File: config.mk
export PLATFORM = sky130hd
export DESIGN_NAME = gpio_alias_regbank
export DESIGN_NICKNAME = d
export VERILOG_FILES = /design/src/rtl/gpio_rb_pkg.sv /design/src/rtl/gpio_rb_decode.sv /design/src/rtl/gpio_rb_datapath.sv /design/src/rtl/gpio_alias_regbank.sv
export SDC_FILE = /design/constraint.sdc
export NUM_CORES = 1
export LEC_CHECK = 0
export ABC_AREA = 1
export BUFFER_PORTS_ARGS = -buffer_cell sky130_fd_sc_hd__buf_2
export CAP_MARGIN = 30
export CORE_MARGIN = 2
export CORE_UTILIZATION = 35
export DETAILED_ROUTE_END_ITERATION = 10
export GPL_ROUTABILITY_DRIVEN = 0
export PLACE_DENSITY_LB_ADDON = 0.2
export REMOVE_ABC_BUFFERS = 1
export SYNTH_ARGS = -nofsm -noshare
export SYNTH_HDL_FRONTEND = slang
export SYNTH_HIERARCHICAL = 1
export SYNTH_SLANG_ARGS = --single-unit
export TNS_END_PERCENT = 50
File: constraint.sdc
create_clock -name clk -period 3.6 [get_ports clk]
set_input_delay 0.54 -clock clk [delete_from_list [all_inputs] [get_ports clk]]
set_output_delay 0.54 -clock clk [all_outputs]
set_load 0.01 [all_outputs]
File: src/rtl/gpio_rb_pkg.sv
package gpio_rb_pkg;

  localparam int REG_W     = 16;
  localparam int NUM_STORE = 8;
  localparam int NUM_IDX   = 17;
  localparam int ALIAS_END = 12;  // first index past the alias groups
  localparam int PLAIN_TGT = 3;   // target code of the first plain register

  typedef enum logic [2:0] {
    TGT_DATA  = 3'd0,
    TGT_MASKA = 3'd1,
    TGT_MASKB = 3'd2,
    TGT_DIR   = 3'd3,
    TGT_POLAR = 3'd4,
    TGT_EDGE  = 3'd5,
    TGT_BOTH  = 3'd6,
    TGT_INEN  = 3'd7
  } regTgtE;

  typedef enum logic [1:0] {
    OP_LOAD = 2'd0,
    OP_CLR  = 2'd1,
    OP_SET  = 2'd2,
    OP_TGL  = 2'd3
  } wrOpE;

  // strobes from the decoder to the datapath
  typedef struct packed {
    logic   wrEn;   // valid write
    logic   rdEn;   // any read, valid or not
    logic   bad;    // access outside the map or misaligned
    wrOpE   op;
    regTgtE tgt;
  } busStrobeT;

endpackage

File: src/rtl/gpio_rb_decode.sv
module gpio_rb_decode
  import gpio_rb_pkg::*;
#(
  parameter int ADDR_W = 8
) (
  input  logic              clk,
  input  logic              rstN,
  input  logic              busSel,
  input  logic              busWe,
  input  logic [ADDR_W-1:0] busAddr,
  output busStrobeT         strb,
  output logic              errSticky
);

  localparam int IDX_W = ADDR_W - 2;

  logic [IDX_W-1:0] idx;
  logic [IDX_W-1:0] relIdx;
  logic             aligned;
  logic             inMap;

  assign idx     = busAddr[ADDR_W-1:2];
  assign aligned = (busAddr[1:0] == 2'b00);
  assign inMap   = (idx < IDX_W'(NUM_IDX));
  assign relIdx  = idx - IDX_W'(ALIAS_END - PLAIN_TGT);

  always_comb begin
    strb = '0;
    if (busSel) begin
      strb.rdEn = !busWe;
      if (!aligned || !inMap) begin
        strb.bad = 1'b1;
      end else begin
        strb.wrEn = busWe;
        if (idx < IDX_W'(ALIAS_END)) begin
          strb.tgt = regTgtE'({1'b0, idx[3:2]});
          strb.op  = wrOpE'(idx[1:0]);
        end else begin
          strb.tgt = regTgtE'(relIdx[2:0]);
          strb.op  = OP_LOAD;
        end
      end
    end
  end

  always_ff @(posedge clk) begin
    if (!rstN)         errSticky <= 1'b0;
    else if (strb.bad) errSticky <= 1'b1;
  end

endmodule

File: src/rtl/gpio_rb_datapath.sv
module gpio_rb_datapath
  import gpio_rb_pkg::*;
#(
  parameter int DATA_W = REG_W
) (
  input  logic                               clk,
  input  logic                               rstN,
  input  busStrobeT                          strb,
  input  logic [DATA_W-1:0]                  wdata,
  input  logic                               pinUpdValid,
  input  logic [DATA_W-1:0]                  pinUpdData,
  output logic [DATA_W-1:0]                  rdata,
  output logic [NUM_STORE-1:0][DATA_W-1:0]   regsOut
);

  logic [DATA_W-1:0] store [NUM_STORE];

  function automatic logic [DATA_W-1:0] applyOp(wrOpE op, logic [DATA_W-1:0] cur,
                                                logic [DATA_W-1:0] val);
    logic [DATA_W-1:0] res;
    unique case (op)
      OP_CLR:  res = cur & ~val;
      OP_SET:  res = cur | val;
      OP_TGL:  res = cur ^ val;
      default: res = val;
    endcase
    return res;
  endfunction

  for (genvar g = 0; g < NUM_STORE; g++) begin : gStore
    logic hit;
    assign hit = strb.wrEn && (strb.tgt == regTgtE'(g));
    if (g == int'(TGT_DATA)) begin : gPinFed
      // bus write wins over a pin update in the same cycle
      always_ff @(posedge clk) begin
        if (!rstN)            store[g] <= '0;
        else if (hit)         store[g] <= applyOp(strb.op, store[g], wdata);
        else if (pinUpdValid) store[g] <= pinUpdData;
      end
    end else begin : gBusOnly
      always_ff @(posedge clk) begin
        if (!rstN)    store[g] <= '0;
        else if (hit) store[g] <= applyOp(strb.op, store[g], wdata);
      end
    end
    assign regsOut[g] = store[g];
  end

  always_ff @(posedge clk) begin
    if (!rstN)          rdata <= '0;
    else if (strb.rdEn) rdata <= strb.bad ? '0 : store[strb.tgt];
  end

endmodule

File: src/rtl/gpio_alias_regbank.sv
module gpio_alias_regbank
  import gpio_rb_pkg::*;
#(
  parameter int ADDR_W = 8,
  parameter int DATA_W = REG_W
) (
  input  logic              clk,
  input  logic              rstN,
  input  logic              busSel,
  input  logic              busWe,
  input  logic [ADDR_W-1:0] busAddr,
  input  logic [DATA_W-1:0] busWdata,
  output logic [DATA_W-1:0] busRdata,
  output logic              busError,
  input  logic              pinUpdValid,
  input  logic [DATA_W-1:0] pinUpdData,
  output logic [DATA_W-1:0] cfgData,
  output logic [DATA_W-1:0] cfgMaskA,
  output logic [DATA_W-1:0] cfgMaskB,
  output logic [DATA_W-1:0] cfgDir,
  output logic [DATA_W-1:0] cfgPolar,
  output logic [DATA_W-1:0] cfgEdge,
  output logic [DATA_W-1:0] cfgBoth,
  output logic [DATA_W-1:0] cfgInen
);

  busStrobeT                         strb;
  logic [NUM_STORE-1:0][DATA_W-1:0]  regsOut;

  gpio_rb_decode #(.ADDR_W(ADDR_W)) uDecode (
    .clk      (clk),
    .rstN     (rstN),
    .busSel   (busSel),
    .busWe    (busWe),
    .busAddr  (busAddr),
    .strb     (strb),
    .errSticky(busError)
  );

  gpio_rb_datapath #(.DATA_W(DATA_W)) uPath (
    .clk        (clk),
    .rstN       (rstN),
    .strb       (strb),
    .wdata      (busWdata),
    .pinUpdValid(pinUpdValid),
    .pinUpdData (pinUpdData),
    .rdata      (busRdata),
    .regsOut    (regsOut)
  );

  assign cfgData  = regsOut[TGT_DATA];
  assign cfgMaskA = regsOut[TGT_MASKA];
  assign cfgMaskB = regsOut[TGT_MASKB];
  assign cfgDir   = regsOut[TGT_DIR];
  assign cfgPolar = regsOut[TGT_POLAR];
  assign cfgEdge  = regsOut[TGT_EDGE];
  assign cfgBoth  = regsOut[TGT_BOTH];
  assign cfgInen  = regsOut[TGT_INEN];

endmodule

## Word level (Yosys, flattened, before mapping)

Memory sizes are Yosys's and may differ from the RTL's.
Index checks and enable logic that the tools add are counted.
Widths: inputs -> output; s select.

| storage, ports and cells | value |
|---|---|
| bits in registers | 17 |
| latch bits | 0 |
| RAM bits | 128 |
| memory bits (read-only) | 0 |
| input port bits | 45 |
| output and inout bits | 145 |
| word-level logic and storage cells | 132 |
| memories kept | 1 |

| cells by class | value |
|---|---|
| add/sub/neg operators | 1 |
| multipliers | 0 |
| divide/modulo/power cells | 0 |
| order comparisons | 2 |
| eq/ne operators | 10 |
| shift operators | 0 |
| mux-type cells | 68 |
| bitwise logic cells | 34 |
| reduce and logical (&&, ||, !) cells | 14 |

Memories:

| memory | words | bits a word | rd ports | clocked after Yosys merged registers in | write ports | line | source |
|---|---|---|---|---|---|---|---|
| uPath.store | 8 | 16 | 9 | 0 | 8 | gpio_rb_datapath.sv:16 | `logic [DATA_W-1:0] store [NUM_STORE];` |

Operators with widths:

| cell | count |
|---|---|
| $mux 16 | 26 |
| $pmux 16 s3 | 8 |
| $and 16x16->16 | 8 |
| $or 16x16->16 | 8 |
| $xor 16x16->16 | 8 |
| $mux 1 | 31 |
| $not 16->16 | 1 |
| $eq 3x3->1 const B | 4 |
| $mux 5 | 2 |
| $or 1x1->1 | 9 |
| $logic_and 1x1->1 | 8 |
| $mux 8 | 1 |
| $eq 3x2->1 const B | 2 |
| $lt 6x4->1 const B | 1 |
| $lt 6x5->1 const B | 1 |
| $eq 2x2->1 const B | 2 |
| $eq 3x1->1 const B | 1 |
| $logic_not 1->1 | 3 |
| $logic_not 3->1 | 1 |
| $sub 3x1->3 const B | 1 |
| $eq 2x1->1 const B | 1 |
| $logic_not 2->1 | 1 |
| $logic_or 1x1->1 | 1 |

## Longest topological paths before layout

| logic depth | value |
|---|---|
| depth in word-level cells | 12 |
| depth in mapped cells | 18 |
| mapped depth without buffers | 15 |

## Cells and area by module

Netlist, hierarchy kept.

By module, submodules not included:

| module | instances | cells each | area an instance (um^2) | seq. area each (um^2) |
|---|---|---|---|---|
| gpio_rb_datapath | 1 | 1550 | 12917.4 | 4164.0 |
| gpio_rb_decode | 1 | 38 | 212.7 | 20.0 |

## Worst setup path before layout

No wires, ideal clock.

| timing path | value |
|---|---|
| path kind | in2reg |
| start point | input busAddr[2] |
| end point | memory uPath/store[7][0] in the netlist's numbering (enable) |
| library setup time | 0.411 ns |
| arrival | 2.724 ns |
| required time | 3.189 ns |
| slack | 0.465 ns |
| stages | 11 |
| buffers on the path | 1 |
| cell sequence | inv_1 ha_1 inv_1 nor2_2 nand2_2 nand2_4 nand3_4 nor2_1 buf_6 nand2_1 o21ai_0 |

RTL lines:

| what | line | source |
|---|---|---|
| from (decl) | gpio_alias_regbank.sv:11 | `input logic [ADDR_W-1:0] busAddr,` |
| to (decl) | gpio_rb_datapath.sv:16 |  |

==> metrics.md <==
| Metric | Value |
|---|---|
| Status | finished clean |
| Routed WL per cell | 21.0 um |
| CP Launch Type | input pin |
| Area of the core | 0.0368 mm^2 |
| Worst min path class | in -> reg |
| Pin count of the biggest net entering global routing | 71 |
| Postcts setup bufs | 0 |
| Crit share post-route | 72.2% |
| Flip-flop and latch count after synthesis | 145 |
| Clock sink count | 145 |
| Synth cell types | 31 |
| Layout fillers | 3733 |
| Cell Rows | 70 |
| Post-Route WL | 47200 um |
| Switching pwr | 1.42 mW |
| Critical path peak fanout | 46 |
| Register area share after synthesis | 31.9% |
| Switching Fraction | 30.7% |
| Total CTS buffers | 17 |
| Clk slew on worst S/H paths | 70 ps |
| WS Path Type | in -> reg |
| Clock group share of total power | 41.0% |
| Area delta synth->final | 17.2% |
| Synth Warn # | 6 |
| Max VDD drop | 0.000286 V |
| Share of total power in combinational logic | 14.8% |
| CTS root buf | clkbuf_16 |
| Flop pwr share | 44.2% |
| Final net count | 2065 |
| Critical Path AT | 2880 ps |
| Fmax | 385 MHz |
| WHS | 432 ps |
| GRT overflow | 0 |
| Clock Skew | 14.5 ps |
| Global Route Usage Sum | 24.2% |
| TritonRoute pass-1 iters | 5 |
| Global-route wire length before repair | 69900 um |
| Port bufs | 189 |
| Worst-Margin Slew | 884 ps |
| Max Slew Vio Count | 0 |
| Setup repair after global routing missed its margin | no |
| Vias in the first global route | 11200 |
| Drt drc | 0 |
| DRT antenna net count | 0 |
| Pint | 3.20 mW |
| ANT cells | 0 |
| Final worst setup slack | 1000 ps |
| Post-Syn Area | 0.0131 mm^2 |
| Hold Buf Count CTS | 0 |
| Initial Util | 35.7% |
| Clk_lat worst skew | 450 ps |
| Via count | 11800 |
| Via density | 5.25 |
| Final Hold Vio Count | 0 |
| Post-layout util | 41.8% |
| Die H | 198 um |
| Max-cap violations | 0 |
| Relative slew margins | 41.0% |
| Endpoint class of the critical path | flip-flop |
| IO Count | 190 |
| Minimum clock period | 2600 ps |
| H-tree depth | 4 |
| Commonest non-fill, non-tap cell in the layout | nand2_1 |
| Power per cell area | 300 mW/mm^2 |
| Overall power | 4.61 mW |
| Die Wd | 198 um |
| Dpl ws | 554 ps |
| Layout cells sized above 1 | 21.2% |
| Detailed Route Iter0 Violations | 774 |
| Static power due to leakage | 6.83 nW |
| Max Root-Sink Buffers | 2 |
| Leading cell types in the layout, fill and taps excluded | 552 x nand2_1, 257 x ha_1, 189 x buf_2 |
| CP required | 3880 ps |
| TritonCTS clock tree | yes |
| Die ar. | 0.0391 mm^2 |
| Finish-stage setup viols | 0 |
| Dpl hpwl | 31700 um |
| Avg Cell Area, Syn | 8.27 um^2 |
| Initial antenna violation count | 0 |
| Mapped Cells | 1588 |
| Cts repair resizes | 0 |
[area by class of cell]
| type | count | area, um^2 | share of cell area [%] |
|---|---|---|---|
| inverter | 180 | 679 | 4.42 |
| sequential | 145 | 4180 | 27.2 |
| clock inverter | 15 | 173 | 1.12 |
| clock buffer | 17 | 425 | 2.76 |
| tap | 468 | 586 | 3.81 |
| timing repair buffer | 237 | 1440 | 9.38 |
| multi-input combinational | 1182 | 7900 | 51.3 |
[through the flow]
step	TNS, ps	std cells	area, um^2
6_report	0	2244	15400
5_1_grt	0	2244	15400
4_1_cts	0	2244	15400
3_5_place_dp	0	2212	14800
3_3_place_gp	0	2212	14800
2_1_floorplan	-482260	1507	12700
[power by group through the flow]
stage	logic, mW	clock network (mW)	registers, mW
2_1_floorplan	0.330	0	2.08
3_3_place_gp	0.652	0	2.08
3_5_place_dp	0.678	0	2.08
4_1_cts	0.683	1.94	2.04
5_1_grt	0.776	2.00	2.06
6_report	0.681	1.89	2.04
[kinds of logic after synthesis]
group | count (synthesis) | synth area share, %
AOI/OAI and AO/OA | 180 | 10.6
adders and majority gates | 257 | 24.5
buffers and inverters | 261 | 8.30
DFF | 145 | 31.9
and+or+nand+nor | 745 | 24.8
[routing by layer]
layer	vias up	share of wire [%]	track usage, %
met3	73	6.7	3.94
li1	5646	-	-
met5	-	0	0
met2	428	45	37.5
met1	5625	46	33.8
met4	0	2.9	8.91
[final timing paths]
kind	startpoint	to	slack, ps	depth (start not counted)
worst max-delay path	busAddr[2]	uPath/store[0][15]	1000	16
worst min-delay path	pinUpdData[6]	uPath/store[0][6]	430	3
worst max register to register	uPath/store[0][15]	uPath/store[0][15]	2100	6
worst min register to register	uDecode/errSticky	uDecode/errSticky	450	2
[synthesized netlist by cell type]
cell / number / share of area, %
nor2_1: 11 / 0.31
a41oi_1: 111 / 7.4
nor2_2: 3 / 0.14
buf_4: 3 / 0.17
nand3_2: 6 / 0.46
nand3_1: 51 / 1.9
or2_2: 74 / 3.5
inv_2: 5 / 0.14
nand3_4: 1 / 0.13
dfxtp_1: 17 / 2.6
clkinv_1: 1 / 0.029
nand2_1: 553 / 16
a21oi_1: 17 / 0.65
clkbuf_1: 22 / 0.63
o21ai_1: 3 / 0.11
edfxtp_1: 128 / 29
ha_1: 257 / 24
or2_1: 38 / 1.8
nand2_2: 1 / 0.048
o2111ai_1: 16 / 1.1
nor3_2: 2 / 0.15
clkbuf_2: 1 / 0.038
a41oi_2: 1 / 0.12
nor2_4: 4 / 0.34
nand2_4: 1 / 0.086
inv_1: 173 / 4.9
buf_2: 46 / 1.8
inv_4: 1 / 0.048
o21ai_0: 32 / 1.2
buf_6: 5 / 0.43
buf_1: 4 / 0.11
[worst max-delay path, stage by stage]
cell       delay (ps)
buf_2             110
inv_1              80
ha_1              170
inv_1              60
nor2_2            100
nand2_2            70
nand2_4            70
nand3_4           140
nor3_2            260
inv_1             170
nor2_4            370
buf_12            300
nand2_1            80
o2111ai_1         150
nand2_1            90
o21ai_0            90
[state kept, by name, summed over array words and instances (netlist names)]
name               flops
uPath/store          128
uPath/rdata           16
uDecode/errSticky      1
(Power assumes the default switching activity.)
